`config.mk`:
```
export PLATFORM = sky130hd
export DESIGN_NAME = ds3_oh_inserter
export DESIGN_NICKNAME = d
export VERILOG_FILES = /design/src/rtl/ds3_oh_pkg.sv /design/src/rtl/ds3_pos_counter.sv /design/src/rtl/ds3_parity_acc.sv /design/src/rtl/ds3_oh_snapshot.sv /design/src/rtl/ds3_oh_mux.sv /design/src/rtl/ds3_oh_inserter.sv
export SDC_FILE = /design/constraint.sdc
export NUM_CORES = 1
export LEC_CHECK = 0
export BUFFER_PORTS_ARGS = -buffer_cell sky130_fd_sc_hd__buf_4
export CORE_MARGIN = 2
export CORE_UTILIZATION = 55
export CTS_CLUSTER_DIAMETER = 120
export DETAILED_ROUTE_END_ITERATION = 10
export PLACE_DENSITY = 0.79
export SLEW_MARGIN = 20
export SYNTH_ARGS = -nofsm -noshare
export SYNTH_HDL_FRONTEND = slang
export SYNTH_HIERARCHICAL = 1
export SYNTH_SLANG_ARGS = --single-unit
```
`constraint.sdc`:
```
create_clock -name clk_i -period 4.6 [get_ports clk_i]
set_input_delay 0.46 -clock clk_i [delete_from_list [all_inputs] [get_ports clk_i]]
set_output_delay 0.46 -clock clk_i [all_outputs]
set_load 0.1 [all_outputs]
```
`src/rtl/ds3_oh_pkg.sv`:
```
package ds3_oh_pkg;
  localparam int UNITS     = 8;
  localparam int SUBFRAMES = 7;
  localparam int CBITS     = 3;
  localparam int UDL_BITS  = 8;
  localparam int UW        = $clog2(UNITS);
  localparam int SW        = $clog2(SUBFRAMES);

  typedef struct packed {
    logic                x;
    logic                feac;
    logic [CBITS-1:0]    febe;
    logic [CBITS-1:0]    dl;
    logic [UDL_BITS-1:0] udl;
  } oh_fields_t;

  typedef enum logic [3:0] {
    OH_X, OH_P, OH_M, OH_F1, OH_F0, OH_AIC, OH_NA,
    OH_FEAC, OH_UDL, OH_CP, OH_FEBE, OH_DL
  } oh_kind_e;
endpackage

```
`src/rtl/ds3_pos_counter.sv`:
```
module ds3_pos_counter
  import ds3_oh_pkg::*;
#(
  parameter int PAY_BITS = 84
) (
  input  logic          clk_i,
  input  logic          rst_ni,
  input  logic          en_i,
  output logic          oh_slot_o,
  output logic [UW-1:0] unit_o,
  output logic [SW-1:0] sf_o,
  output logic          mf_first_o,
  output logic          mf_last_o
);
  localparam int BW = $clog2(PAY_BITS + 1);
  localparam logic [BW-1:0] LAST_BIT  = BW'(PAY_BITS);
  localparam logic [UW-1:0] LAST_UNIT = UW'(UNITS - 1);
  localparam logic [SW-1:0] LAST_SF   = SW'(SUBFRAMES - 1);

  logic [BW-1:0] bit_q;
  logic [UW-1:0] unit_q;
  logic [SW-1:0] sf_q;

  always_ff @(posedge clk_i or negedge rst_ni) begin
    if (!rst_ni) begin
      bit_q  <= '0;
      unit_q <= '0;
      sf_q   <= '0;
    end else if (en_i) begin
      if (bit_q == LAST_BIT) begin
        bit_q <= '0;
        if (unit_q == LAST_UNIT) begin
          unit_q <= '0;
          sf_q   <= (sf_q == LAST_SF) ? '0 : sf_q + 1'b1;
        end else begin
          unit_q <= unit_q + 1'b1;
        end
      end else begin
        bit_q <= bit_q + 1'b1;
      end
    end
  end

  assign oh_slot_o  = (bit_q == '0);
  assign unit_o     = unit_q;
  assign sf_o       = sf_q;
  assign mf_first_o = oh_slot_o && (unit_q == '0) && (sf_q == '0);
  assign mf_last_o  = (bit_q == LAST_BIT) && (unit_q == LAST_UNIT) && (sf_q == LAST_SF);
endmodule

```
`src/rtl/ds3_parity_acc.sv`:
```
module ds3_parity_acc (
  input  logic clk_i,
  input  logic rst_ni,
  input  logic pay_en_i,
  input  logic data_i,
  input  logic mf_last_i,
  output logic par_o
);
  logic acc_q, par_q;

  // last multiframe position is always a payload slot
  always_ff @(posedge clk_i or negedge rst_ni) begin
    if (!rst_ni) begin
      acc_q <= 1'b0;
      par_q <= 1'b0;
    end else if (pay_en_i) begin
      if (mf_last_i) begin
        par_q <= acc_q ^ data_i;
        acc_q <= 1'b0;
      end else begin
        acc_q <= acc_q ^ data_i;
      end
    end
  end

  assign par_o = par_q;
endmodule

```
`src/rtl/ds3_oh_snapshot.sv`:
```
module ds3_oh_snapshot
  import ds3_oh_pkg::*;
(
  input  logic       clk_i,
  input  logic       rst_ni,
  input  logic       load_i,
  input  oh_fields_t fields_i,
  output oh_fields_t fields_o
);
  oh_fields_t snap_q;

  always_ff @(posedge clk_i or negedge rst_ni) begin
    if (!rst_ni)     snap_q <= '0;
    else if (load_i) snap_q <= fields_i;
  end

  // first bit of a frame sees live inputs, the rest the captured copy
  assign fields_o = load_i ? fields_i : snap_q;
endmodule

```
`src/rtl/ds3_oh_mux.sv`:
```
module ds3_oh_mux
  import ds3_oh_pkg::*;
(
  input  logic [UW-1:0] unit_i,
  input  logic [SW-1:0] sf_i,
  input  logic          par_i,
  input  oh_fields_t    fields_i,
  output oh_kind_e      kind_o,
  output logic          bit_o
);
  logic [1:0] cidx;
  logic [2:0] udl_idx;

  assign cidx = unit_i[2:1] - 2'd1;

  always_comb begin
    kind_o  = OH_F1;
    udl_idx = '0;
    unique case (unit_i)
      3'd0: begin
        if (sf_i < 3'd2)      kind_o = OH_X;
        else if (sf_i < 3'd4) kind_o = OH_P;
        else                  kind_o = OH_M;
      end
      3'd1, 3'd7: kind_o = OH_F1;
      3'd3, 3'd5: kind_o = OH_F0;
      default: begin
        unique case (sf_i)
          3'd0: kind_o = (cidx == 2'd0) ? OH_AIC : (cidx == 2'd1) ? OH_NA : OH_FEAC;
          3'd1: begin
            kind_o  = (cidx == 2'd1) ? OH_NA : OH_UDL;
            udl_idx = (cidx == 2'd0) ? 3'd0 : 3'd1;
          end
          3'd2: kind_o = OH_CP;
          3'd3: kind_o = OH_FEBE;
          3'd4: kind_o = OH_DL;
          3'd5: begin
            kind_o  = OH_UDL;
            udl_idx = 3'd2 + {1'b0, cidx};
          end
          default: begin
            kind_o  = OH_UDL;
            udl_idx = 3'd5 + {1'b0, cidx};
          end
        endcase
      end
    endcase
  end

  always_comb begin
    unique case (kind_o)
      OH_X:    bit_o = fields_i.x;
      OH_P:    bit_o = par_i;
      OH_CP:   bit_o = par_i;
      OH_M:    bit_o = (sf_i == 3'd5);
      OH_F1:   bit_o = 1'b1;
      OH_F0:   bit_o = 1'b0;
      OH_AIC:  bit_o = 1'b1;
      OH_NA:   bit_o = 1'b1;
      OH_FEAC: bit_o = fields_i.feac;
      OH_UDL:  bit_o = fields_i.udl[udl_idx];
      OH_FEBE: bit_o = fields_i.febe[cidx];
      OH_DL:   bit_o = fields_i.dl[cidx];
      default: bit_o = 1'b1;
    endcase
  end
endmodule

```
`src/rtl/ds3_oh_inserter.sv`:
```
module ds3_oh_inserter
  import ds3_oh_pkg::*;
#(
  parameter int PAY_BITS = 84
) (
  input  logic                clk_i,
  input  logic                rst_ni,
  input  logic                bit_en_i,
  input  logic                pay_data_i,
  input  logic                x_i,
  input  logic                feac_i,
  input  logic [CBITS-1:0]    febe_i,
  input  logic [CBITS-1:0]    dl_i,
  input  logic [UDL_BITS-1:0] udl_i,
  output logic                pay_req_o,
  output logic                ser_o,
  output logic                mf_start_o
);
  logic          oh_slot, mf_first, mf_last, par, oh_bit, pay_en;
  logic [UW-1:0] unit;
  logic [SW-1:0] sf;
  oh_fields_t    fields_in, fields_cur;
  oh_kind_e      kind;

  assign fields_in = '{x: x_i, feac: feac_i, febe: febe_i, dl: dl_i, udl: udl_i};
  assign pay_en    = bit_en_i && !oh_slot;

  ds3_pos_counter #(.PAY_BITS(PAY_BITS)) u_pos (
    .clk_i, .rst_ni, .en_i(bit_en_i), .oh_slot_o(oh_slot), .unit_o(unit),
    .sf_o(sf), .mf_first_o(mf_first), .mf_last_o(mf_last)
  );

  ds3_parity_acc u_par (
    .clk_i, .rst_ni, .pay_en_i(pay_en), .data_i(pay_data_i),
    .mf_last_i(mf_last), .par_o(par)
  );

  ds3_oh_snapshot u_snap (
    .clk_i, .rst_ni, .load_i(bit_en_i && mf_first),
    .fields_i(fields_in), .fields_o(fields_cur)
  );

  ds3_oh_mux u_mux (
    .unit_i(unit), .sf_i(sf), .par_i(par), .fields_i(fields_cur),
    .kind_o(kind), .bit_o(oh_bit)
  );

  assign pay_req_o  = pay_en;
  assign mf_start_o = bit_en_i && mf_first;
  assign ser_o      = oh_slot ? oh_bit : pay_data_i;
endmodule

```
==> flow_summary.ini, run 1 <==
[power_and_ir_drop]
powerDensity_nw_per_um2 = 286
ir_drop_v = 0.000229
power_leakage_nw = 1.14

[timing]
finalMaxSlewViolations = 0
hold_slack_ns = 0.0968
fin_crit_sh_pct = 93.9
relSlewSlack_pct = 62.5
fin_tns_setup_ns = 0
period_needed_ns = 4.32
tightest_slew_ns = 0.563
finalSetupViolCount = 0
finalWorstSetupSlack_ns = 0.279
skew_ns = 0.00377
report.final.hold_viol_count = 0
fmax_mhz = 231
rsz0062_at_grt = no

[synthesis]
yosysWarnings = 6
synth_nets = 225
netlist_instances = 196
syn_area_um2 = 2090
postSynthAreaPerCell_um2 = 10.7

[min_path]
hp-class = primary input to asynchronous set/reset pin

[setup_path]
r2r_end = u_snap/snap_q[14]
worst_path_most_repeated_cell = o31a_1
cp_data_required_time_ns = 4.14
cp-startpoint = u_pos/bit_q[0]
rr_worst_depth = 8
cp-end-kind = primary output
crit_end = ser_o
worst-setup-path-type = register to primary output
cp_num_buf_inv = 2
crit_family = simple AND/OR/NAND/NOR gates
slowest_delay_ns = 0.39
cp.depth = 13
worstSetupStartpointType = register
cp_cell_sequence = inv_1, ha_1, nor3b_4, nor4b_4, and4_1, and2_1, mux2_2, o31a_1, o221a_1, o31a_1, nand4b_1, mux2_4, buf_4
crit_arrival_ns = 3.86
reg2reg_slack_ns = 2.21
path_max_fanout = 6
r2r_start = u_pos/bit_q[0]
crit_slowest_cell = dfrtp_1

[finish]
final_common_cell = dfrtp_1
antennaDiodeCount = 0
syn_to_final_growth_pct = 12.0
final_cell_mix = dfrtp_1 (31), buf_4 (25), nor2_1 (14)
drive_above_1_share_pct = 29.0
fillCellCount = 297
final_nets = 249

[global_route]
antenna_found_initial = 0
grt_start_max_net_pins = 32
use_met2_pct = 37.2
use_met1_pct = 32.7
grtUsageTotal_pct = 23.6
grt_pass1_wl_mm = 7.69
gr-max-usage-layer = met2
met3_usage_pct = 5.31
gr-total-overflow = 0
grt_pass1_vias = 1567

[run]
cap_violations = 0

[placed_design]
port_buffers = 22
hpwl_mm = 3.17
dp_slack_ns = 0.543
place.gp.congestion = 0.929

[floorplan]
io_pins = 23
die_w_um = 65.7
num_rows = 22
initial_utilization_pct = 57.2
die_area_um2 = 4320
die_h_um = 65.7
core_um2 = 3660

[route]
avgViaCountPerCell = 5.89
vias = 1584
drc = 0
first_pass_iters = 4
wl_per_cell_um = 16.1
drt.antenna.violating_nets = 0
drt_iter0_markers = 136
drt-total-wl_mm = 4.33

[clocking]
cts-root-buf = clkbuf_8
cts_tree = yes
clock-sinks = 31
cts_made_buffers = 5
clk_pin_slew_ns = 0.06
clock_latency_ns = 0.28
h-tree-depth = 2
cts_max_path_buffers = 2
hold_buffers = 0

[status]
outcome = completed
sequential cells by signal, indices dropped and copies added (netlist names):
register	cells
u_par/acc_q	1
u_par/par_o	1
u_pos/sf_o	3
u_pos/bit_q	7
u_snap/snap_q	16
u_pos/unit_o	3
cell type report:
type                    count  area (um^2)  share of cell area (%)
well taps                  48         60.1                    2.56
flip-flops and latches     31          776                    33.1
inverters                   8         30.0                    1.28
repair buffers             25          188                    8.00
clock buffers               7         76.3                    3.25
multi-input cells         149         1210                    51.6
clock inverters             1         5.00                   0.213
layer usage:
metal  vias to the layer above  part of all wire (%)  wire (um)
li1                        765                     -          -
met4                         0                   1.1         46
met5                         -                     0          0
met2                        45                    49       2120
met3                         7                   5.6        244
met1                       767                    44       1920
where the power goes:
| part | leakage (nW) | internal, mW | total, mW | switching [mW] |
|---|---|---|---|---|
| clock network | 0.0422 | 0.106 | 0.201 | 0.0948 |
| registers | 0.416 | 0.299 | 0.341 | 0.0421 |
| logic | 0.677 | 0.0623 | 0.129 | 0.0669 |
| total | 1.14 | 0.467 | 0.671 | 0.204 |
worst register-to-register path: stages (launching register included):
cell     delay [ns]
dfrtp_1        0.39
inv_1          0.09
ha_1           0.15
nor3b_4        0.28
nor4b_4        0.27
and4_1         0.21
and2_1         0.27
buf_4          0.24
mux2_2         0.38
what timing repair did:
action                                 CTS  global route
gates resized for setup                  0             0
buffers inserted                         0             1
endpoints found under the hold margin    0             0
setup endpoints to repair                0             1
per-stage QoR:
step                      cell area (um^2)  utilization (%)  cells  power [mW]
after floorplan                       2090                -    196       0.429
final                                 2350             64.1    269       0.671
after CTS                             2340             63.9    268       0.676
after global placement                2260             61.7    260       0.467
after global routing                  2350             64.1    269       0.712
after detailed placement              2260             61.7    260       0.472
worst min path at each step:
stage,slack (ns),to,depth (start not counted)
5_1_grt,0.12,u_snap/snap_q[5],1
4_1_cts,0.11,u_snap/snap_q[14],1
3_3_place_gp,0.41,u_snap/snap_q[7],1
6_report,0.1,u_snap/snap_q[14],1
2_1_floorplan,0.16,u_par/acc_q,0
3_5_place_dp,0.41,u_snap/snap_q[14],1
Note: power is estimated with default switching activity, not from simulation.
==> run 2, diff against run 1 <==
CORE_MARGIN = 5   (was 2)
==> flow_summary.ini, run 2 (synthesis gave the netlist of run 1 again) <==
[timing]
rsz0062_at_grt = no
finalSetupViolCount = 0
fin_crit_sh_pct = 93.7
relSlewSlack_pct = 65.7
skew_ns = 0.00578
period_needed_ns = 4.31
report.final.hold_viol_count = 0
fin_tns_setup_ns = 0
fmax_mhz = 232
tightest_slew_ns = 0.515
finalMaxSlewViolations = 0

[finish]
fillCellCount = 320
antennaDiodeCount = 0
largest_reg_flops = 16
regMostFlops = u_snap/snap_q
reg_top3 = u_snap/snap_q (16), u_pos/bit_q (7)
syn_to_final_growth_pct = 13.4
final_nets = 248
drive_above_1_share_pct = 30.0
final_cell_mix = dfrtp_1 (31), buf_4 (24), nor2_1 (14)
final_common_cell = dfrtp_1

[setup_path]
crit_slowest_cell = dfrtp_1
slowest_delay_ns = 0.39
worst-setup-path-type = register to primary output
worstSetupStartpointType = register
crit_arrival_ns = 3.85
path_max_fanout = 6
cp_data_required_time_ns = 4.14
cp_cell_sequence = inv_1, ha_1, nor3b_4, nor4b_4, and4_1, and2_2, buf_4, mux2_4, mux2i_1, a21oi_1, nor3b_1, a21oi_1, o221ai_1, nand4b_1, mux2_4, buf_4
cp-end-kind = primary output

[clocking]
cts_made_buffers = 5
h-tree-depth = 2
clock_latency_ns = 0.28
hold_buffers = 0
cts_tree = yes
cts-root-buf = clkbuf_8
cts_setup_buffers = 0
cts_max_path_buffers = 2
clk_pin_slew_ns = 0.06
clock-sinks = 31

[power_and_ir_drop]
finalPower_mw = 0.742
ir_drop_v = 0.000271
power_leakage_nw = 1.15
powerDensity_nw_per_um2 = 312

[global_route]
grtUsageTotal_pct = 18.2
gr-total-overflow = 0
use_met1_pct = 23.2
antenna_found_initial = 0
gr-max-usage-layer = met2
grt_pass1_wl_mm = 7.37
grt_pass1_vias = 1544
use_met2_pct = 29.4
met3_usage_pct = 5.05
grt_start_max_net_pins = 32

[floorplan]
die_w_um = 71.7
num_rows = 22
core_um2 = 3690
io_pins = 23
die_h_um = 71.7
die_area_um2 = 5140
initial_utilization_pct = 56.8

[min_path]
hp-class = primary input to asynchronous set/reset pin

[run]
cap_violations = 0

[route]
drt.antenna.violating_nets = 0
drc = 0
wl_per_cell_um = 16.1
vias = 1568
first_pass_iters = 4
drt_iter0_markers = 87
avgViaCountPerCell = 5.85
drt-total-wl_mm = 4.31

[placed_design]
hpwl_mm = 3.20
place.gp.congestion = 0.819
port_buffers = 22

[status]
outcome = completed
-- run 2: metrics by stage --
| stage | hold slack, ns | utilization, % | instance area [um^2] | worst slack [ns] | std cells |
|---|---|---|---|---|---|
| 3_3_place_gp | 0.413 | 61.2 | 2260 | 0.602 | 260 |
| 5_1_grt | 0.123 | 64.4 | 2380 | 0.0292 | 268 |
| 2_1_floorplan | 0.164 | - | 2090 | 0.0724 | 196 |
| 3_5_place_dp | 0.413 | 61.2 | 2260 | 0.509 | 260 |
| 4_1_cts | 0.109 | 64.4 | 2370 | 0.189 | 268 |
| 6_report | 0.102 | 64.4 | 2380 | 0.289 | 268 |
-- run 2: repair_timing --
action                                 4_1_cts  5_1_grt
endpoints found under the hold margin        0        0
resized for setup                            0        1
setup endpoints to repair                    0        1
-- run 2: cell type report --
| class | instances | area [um^2] | share of cell area [%] |
|---|---|---|---|
| clock buffer | 6 | 82.6 | 3.48 |
| clock inverter | 2 | 35.0 | 1.47 |
| inverter | 8 | 30.0 | 1.26 |
| multi-input combinational | 149 | 1210 | 51.0 |
| sequential | 31 | 776 | 32.6 |
| tap | 48 | 60.1 | 2.53 |
| timing repair buffer | 24 | 180 | 7.58 |
-- run 2: power breakdown --
group	internal (mW)	total, mW	switching (mW)
clock network	0.175	0.276	0.101
registers	0.299	0.340	0.0412
logic	0.0600	0.126	0.0660
-- run 2: path summary, 6_finish.rpt --
kind,slack [ns],depth (start not counted),start,end
setup / recovery,0.29,16,u_pos/bit_q[0],ser_o
hold / removal,0.10,1,rst_ni,u_snap/snap_q[7]
min in group clk_i,0.42,2,udl_i[6],u_snap/snap_q[6]
setup reg to reg,2.23,8,u_pos/bit_q[0],u_snap/snap_q[15]
hold reg to reg,0.49,1,u_snap/snap_q[13],u_snap/snap_q[13]
max in group asynchronous,4.22,1,rst_ni,u_pos/sf_o[1]
-- run 2: critical path: cells and delay by family (launching register included) --
family	cells	cell delay (ns)
simple gates	6	1.38
mux	3	0.77
buf+inv	3	0.53
flops	1	0.39
compound gates	3	0.35
fa+ha+maj	1	0.14
-- run 2: per-layer routing --
layer / share of wire (%) / up-vias
met5: 0 / -
met4: 2.2 / 0
met3: 3.9 / 13
met2: 49 / 31
met1: 44 / 761
li1: - / 763
